**src/rtl/pgm_pkg.sv**
```systemverilog
package pgm_pkg;
    typedef enum logic [1:0] {
        ST_POWERED   = 2'd0,
        ST_PG_LOST   = 2'd1,
        ST_FULL_FAIL = 2'd2
    } pgm_state_e;
endpackage

```
**src/rtl/pgm_rst_sync.sv**
```systemverilog
module pgm_rst_sync #(
    parameter int STAGES = 2
) (
    input  logic clk,
    input  logic arst_n,
    output logic rst_n
);
    logic [STAGES-1:0] chain_q;

    // Asynchronous assert, synchronous release
    always_ff @(posedge clk or negedge arst_n) begin
        if (!arst_n) chain_q <= '0;
        else         chain_q <= {chain_q[STAGES-2:0], 1'b1};
    end

    assign rst_n = chain_q[STAGES-1];
endmodule

```
**src/rtl/pgm_sync.sv**
```systemverilog
module pgm_sync #(
    parameter int WIDTH  = 2,
    parameter int STAGES = 2
) (
    input  logic             clk,
    input  logic             rst_n,
    input  logic [WIDTH-1:0] d_async,
    output logic [WIDTH-1:0] q_sync
);
    for (genvar b = 0; b < WIDTH; b++) begin : g_bit
        logic [STAGES-1:0] stg_q;
        always_ff @(posedge clk or negedge rst_n) begin
            if (!rst_n) stg_q <= '0;
            else        stg_q <= {stg_q[STAGES-2:0], d_async[b]};
        end
        assign q_sync[b] = stg_q[STAGES-1];
    end
endmodule

```
**src/rtl/pgm_fsm.sv**
```systemverilog
module pgm_fsm
    import pgm_pkg::*;
(
    input  logic clk,
    input  logic rst_n,
    input  logic pg_s,
    input  logic policy,
    input  logic flag_clr,
    output logic full_fail,
    output logic fail_flag,
    output logic reboot
);
    pgm_state_e state_q, state_d;
    logic       pg_d_q;
    logic       pg_rise, pg_fall;
    logic       flag_q, reboot_q;
    logic       set_flag, fire_reboot;

    always_ff @(posedge clk or negedge rst_n) begin
        if (!rst_n) pg_d_q <= 1'b0;
        else        pg_d_q <= pg_s;
    end

    assign pg_rise = pg_s & ~pg_d_q;
    assign pg_fall = ~pg_s & pg_d_q;

    // Next state and decisions
    always_comb begin
        state_d     = state_q;
        set_flag    = 1'b0;
        fire_reboot = 1'b0;
        unique case (state_q)
            ST_POWERED: begin
                if (pg_fall) begin
                    state_d  = ST_PG_LOST;
                    set_flag = 1'b1;
                end
            end
            ST_PG_LOST: begin
                if (pg_rise) begin
                    state_d     = ST_POWERED;
                    fire_reboot = 1'b1;
                end
            end
            ST_FULL_FAIL: begin
                if (pg_rise) begin
                    state_d     = ST_POWERED;
                    fire_reboot = policy;
                end
            end
            default: state_d = ST_FULL_FAIL;
        endcase
    end

    // State register: a resume reset always means full failure
    always_ff @(posedge clk or negedge rst_n) begin
        if (!rst_n) state_q <= ST_FULL_FAIL;
        else        state_q <= state_d;
    end

    // Output register
    always_ff @(posedge clk or negedge rst_n) begin
        if (!rst_n) begin
            flag_q   <= 1'b0;
            reboot_q <= 1'b0;
        end else begin
            reboot_q <= fire_reboot;
            if (set_flag)      flag_q <= 1'b1;
            else if (flag_clr) flag_q <= 1'b0;
        end
    end

    assign full_fail = (state_q == ST_FULL_FAIL);
    assign fail_flag = flag_q;
    assign reboot    = reboot_q;

    a_r5_partial_reboot: assert property (@(posedge clk) disable iff (!rst_n)
        (state_q == ST_PG_LOST && pg_rise) |=> reboot_q);
    a_r6_full_policy_off: assert property (@(posedge clk) disable iff (!rst_n)
        (state_q == ST_FULL_FAIL && pg_rise && !policy) |=> !reboot_q);
    a_r9_no_spurious: assert property (@(posedge clk) disable iff (!rst_n)
        !pg_rise |=> !reboot_q);
    a_r8_flag_sticky: assert property (@(posedge clk) disable iff (!rst_n)
        (flag_q && !flag_clr) |=> flag_q);
    a_r4_flag_partial: assert property (@(posedge clk) disable iff (!rst_n)
        $rose(flag_q) |-> (state_q == ST_PG_LOST));
endmodule

```
**src/rtl/pwr_good_monitor.sv**
```systemverilog
module pwr_good_monitor #(
    parameter int SYNC_STAGES = 2
) (
    input  logic clk_aon,
    input  logic supply_pg,
    input  logic vrm_pg,
    input  logic rsm_rst_n,
    input  logic restart_on_loss,
    input  logic fail_flag_clr,
    output logic pg_ok,
    output logic pg_fail_flag,
    output logic full_pwr_fail,
    output logic reboot_req
);
    localparam int N_PG = 2;

    logic            rst_n;
    logic [N_PG-1:0] pg_sync;

    pgm_rst_sync #(.STAGES(SYNC_STAGES)) u_rst (
        .clk    (clk_aon),
        .arst_n (rsm_rst_n),
        .rst_n  (rst_n)
    );

    pgm_sync #(.WIDTH(N_PG), .STAGES(SYNC_STAGES)) u_sync (
        .clk     (clk_aon),
        .rst_n   (rst_n),
        .d_async ({vrm_pg, supply_pg}),
        .q_sync  (pg_sync)
    );

    assign pg_ok = &pg_sync;

    pgm_fsm u_fsm (
        .clk       (clk_aon),
        .rst_n     (rst_n),
        .pg_s      (pg_ok),
        .policy    (restart_on_loss),
        .flag_clr  (fail_flag_clr),
        .full_fail (full_pwr_fail),
        .fail_flag (pg_fail_flag),
        .reboot    (reboot_req)
    );

    a_r7_single_pulse: assert property (@(posedge clk_aon) disable iff (!rst_n)
        reboot_req |=> !reboot_req);
    a_r7_after_pg_rise: assert property (@(posedge clk_aon) disable iff (!rst_n)
        reboot_req |-> (pg_ok && !$past(pg_ok, 2)));
    a_r3_fail_quiet: assert property (@(posedge clk_aon) disable iff (!rst_n)
        full_pwr_fail |-> !reboot_req);
endmodule

```
**config.mk**
```make
export PLATFORM = sky130hd
export DESIGN_NAME = pwr_good_monitor
export DESIGN_NICKNAME = d
export VERILOG_FILES = /design/src/rtl/pgm_pkg.sv /design/src/rtl/pgm_rst_sync.sv /design/src/rtl/pgm_sync.sv /design/src/rtl/pgm_fsm.sv /design/src/rtl/pwr_good_monitor.sv
export SDC_FILE = /design/constraint.sdc
export NUM_CORES = 1
export LEC_CHECK = 0
export ABC_CLOCK_PERIOD_IN_PS = 830
export BUFFER_PORTS_ARGS = -buffer_cell sky130_fd_sc_hd__buf_2
export CORE_AREA = 8 8 48 50
export CTS_CLUSTER_DIAMETER = 100
export CTS_CLUSTER_SIZE = 8
export DETAILED_ROUTE_END_ITERATION = 10
export DIE_AREA = 0 0 56 58
export HOLD_SLACK_MARGIN = 0.15
export PLACE_DENSITY = 0.47
export SYNTH_ARGS = -nofsm -noshare
export SYNTH_HDL_FRONTEND = slang
export SYNTH_SLANG_ARGS = --single-unit
```
**constraint.sdc**
```tcl
create_clock -name clk_aon -period 0.83 [get_ports clk_aon]
set_input_delay 0.0415 -clock clk_aon [delete_from_list [all_inputs] [get_ports clk_aon]]
set_output_delay 0.0415 -clock clk_aon [all_outputs]
set_load 0.02 [all_outputs]
```
==> impl_metrics.ini <==
[status]
status = finished with violations
failed_checks = setup timing

[floorplan]
die_area_mm2 = 0.00325
die_x_um = 56
io_pins = 10
core_mm2 = 0.00161
initial_core_util_pct = 26.1
rows = 15
die_y_um = 58

[synthesis]
synth_top_area_cell = dfrtp_1
yosysSeqAreaShare_pct = 65.6
yosys.cell_types.count = 15
synth.top_cell.area_share_pct = 59.3
syn_area_per_cell_um2 = 13.6
ys_ff_latch = 11
synth_area_leaders = dfrtp_1 (59%), ha_1 (12%), dfstp_2 (6.2%)
ys_warn_count = 0
synth_fp_nets = 41
synthesis.instances = 31
syn_area_um2 = 422

[worst_setup_path]
crit_path_max_fanout = 2
crit_arrival_ns = 1.55
path_class = reg2reg
r2r_cells = 5
end_kind = flip-flop
worstPathRequired_ns = 1.03
crit_path_start_kind = flip-flop

[routing]
wl_met2_um = 471
vias_per_cell = 4.04
wl_per_cell_um = 11.6
final_antenna_net_count = 0
finalWirelength_um = 893
vias = 311
drtPass1Iterations = 2
remaining_drc_errors = 0
dr_wl_met3_um = 78
wirelength_met1_um = 343
top_layer_used = met3
drt_iter0_markers = 1

[global_routing]
grt_remaining_overflow = 0
groute.usage.overall_pct = 5.94
grt_pass1_vias = 351
grt_antenna_before_repair = 0
grt_start_max_net_pins = 10
grt_pass1_wl_mm = 1.44

[flow_run]
max_cap_viol_count = 0

[power]
cellLeakagePower_nw = 0.348
power.total_mw = 1.56
ir_worst_vdd_mv = 0.900
powerDensity_mw_per_mm2 = 2090

[clocking]
clock_sinks = 11
clock_latency_ns = 0.27
htree_levels = 1
cts_tree = done
numCtsBuffers = 3
cts_root_buf = clkbuf_4
clk_pin_slew_ns = 0.07
clockBufferDepth = 2

[place]
portBuffers = 9
place_area_um2 = 561
dpl.hpwl_um = 676
dpl_worst_slack_ns = -0.537
gp_congestion = 0.745

[timing]
maxSlewViolCount = 0
setup_ws_ns = -0.523
hold_viol = 0
setup_viol = 7
rsz0062_at_grt = true
skew_ns = 0.000966
min_period_over_period_pct = 163
fmax_ghz = 0.739
period_minus_slack_ns = 1.35

[final_layout]
final_area_um2 = 743
nNetsFinal = 71
fillers = 149
drive_gt1_share_pct = 65.0
diodes = 0
area_growth_pct = 76.3

[hold_path]
hp-class = reg2async
==> placed cells by master (no fill, tap or decap), drive strengths merged <==
master        n
buf          19
dfrtp        10
dlygate4sd3   6
inv           4
ha            4
a21oi         3
clkbuf        3
nand2         1
or2           1
nor3b         1
nand3         1
o21ai         1
o22ai         1
a21boi        1
mux2          1
clkinv        1
dfstp         1
conb          1
==> cells in the mapped netlist <==
library cell   n
conb_1         1
ha_1           4
dfrtp_1       10
o22ai_1        1
inv_1          4
a21oi_1        2
nor3b_1        1
mux2_1         1
a21oi_2        1
o21ai_0        1
a21boi_1       1
dfstp_2        1
nand3_1        1
nand2_2        1
or2_4          1
==> routing by layer <==
layer / up-vias / track usage, %
met5: - / 0
met2: 11 / 10.5
li1: 156 / -
met1: 144 / 4.58
met3: 0 / 5.24
met4: 0 / 2.06
==> path summary, 6_finish.rpt <==
| check | to | from | slack, ns |
|---|---|---|---|
| worst max-delay path | u_fsm.state_q[1]$_DFFE_PN1P_ | u_fsm.state_q[1]$_DFFE_PN1P_ | -0.52 |
| worst min-delay path | u_sync.g_bit[0].stg_q[0]$_DFF_PN0_ | u_rst.chain_q[1]$_DFF_PN0_ | 0.15 |
| worst max register to register | u_fsm.state_q[1]$_DFFE_PN1P_ | u_fsm.state_q[1]$_DFFE_PN1P_ | -0.52 |
| worst min register to register | u_sync.g_bit[0].stg_q[0]$_DFF_PN0_ | u_rst.chain_q[1]$_DFF_PN0_ | 0.15 |
| max in group asynchronous | u_rst.chain_q[0]$_DFF_PN0_ | rsm_rst_n | 0.11 |
| min in group clk_aon | u_sync.g_bit[1].stg_q[1]$_DFF_PN0_ | u_sync.g_bit[1].stg_q[0]$_DFF_PN0_ | 0.36 |
==> power by group <==
part           internal (mW)  switching, mW
Sequential             0.587         0.0404
Clock                  0.179          0.181
Combinational          0.322          0.246
==> stage by stage <==
stage | hold slack (ns) | utilization, % | setup TNS [ns] | instances
2_1_floorplan | -0.254 | - | -1.29 | 31
3_3_place_gp | -0.174 | 34.7 | -1.54 | 65
3_5_place_dp | -0.172 | 34.7 | -1.72 | 65
4_1_cts | 0.170 | 46.1 | -2.39 | 78
5_1_grt | 0.185 | 46.0 | -2.46 | 77
6_report | 0.152 | 46.0 | -2.14 | 77
==> kinds of logic (layout without fill, tap and decap cells) <==
group | count (synthesis) | count (layout) | synth area share (%)
compound gates | 6 | 6 | 8.90
buf+inv | 4 | 33 | 3.56
mux | 1 | 1 | 2.67
other cells | 1 | 1 | 0.889
flops | 11 | 11 | 65.6
simple gates | 4 | 4 | 6.53
fa+ha+maj | 4 | 4 | 11.9
==> worst max-delay path, stage by stage (launching register included) <==
cell and delay, ns:
dfstp_2 0.54, inv_2 0.05, ha_4 0.15, a21boi_1 0.12, a21oi_2 0.12, mux2_4 0.30
==> final cells by class <==
class,instances,area (µm²),area share [%]
Clock inverter,1,5.00,0.673
Tap cell,17,21.3,2.86
Clock buffer,3,22.5,3.03
Inverter,4,15.0,2.02
Multi-Input combinational cell,16,190,25.6
Timing Repair Buffer,25,213,28.6
Sequential cell,11,277,37.2
==> registers in the layout, summed over array words and instances (netlist names) <==
name	flops
u_rst.chain_q	2
u_fsm.state_q	2
u_sync.g_bit.stg_q	4
u_fsm.pg_d_q	1
u_fsm.fail_flag	1
u_fsm.reboot	1
==> what timing repair did <==
| action | 4_1_cts | 5_1_grt |
|---|---|---|
| pin swaps | 2 | 2 |
| buffers inserted | 3 | 1 |
| setup endpoints to repair | 7 | 8 |
| hold endpoints to repair | 6 | 0 |
| gates resized for setup | 21 | 3 |
| hold buffers | 6 | 0 |
Power figures use the tool's default switching activity.
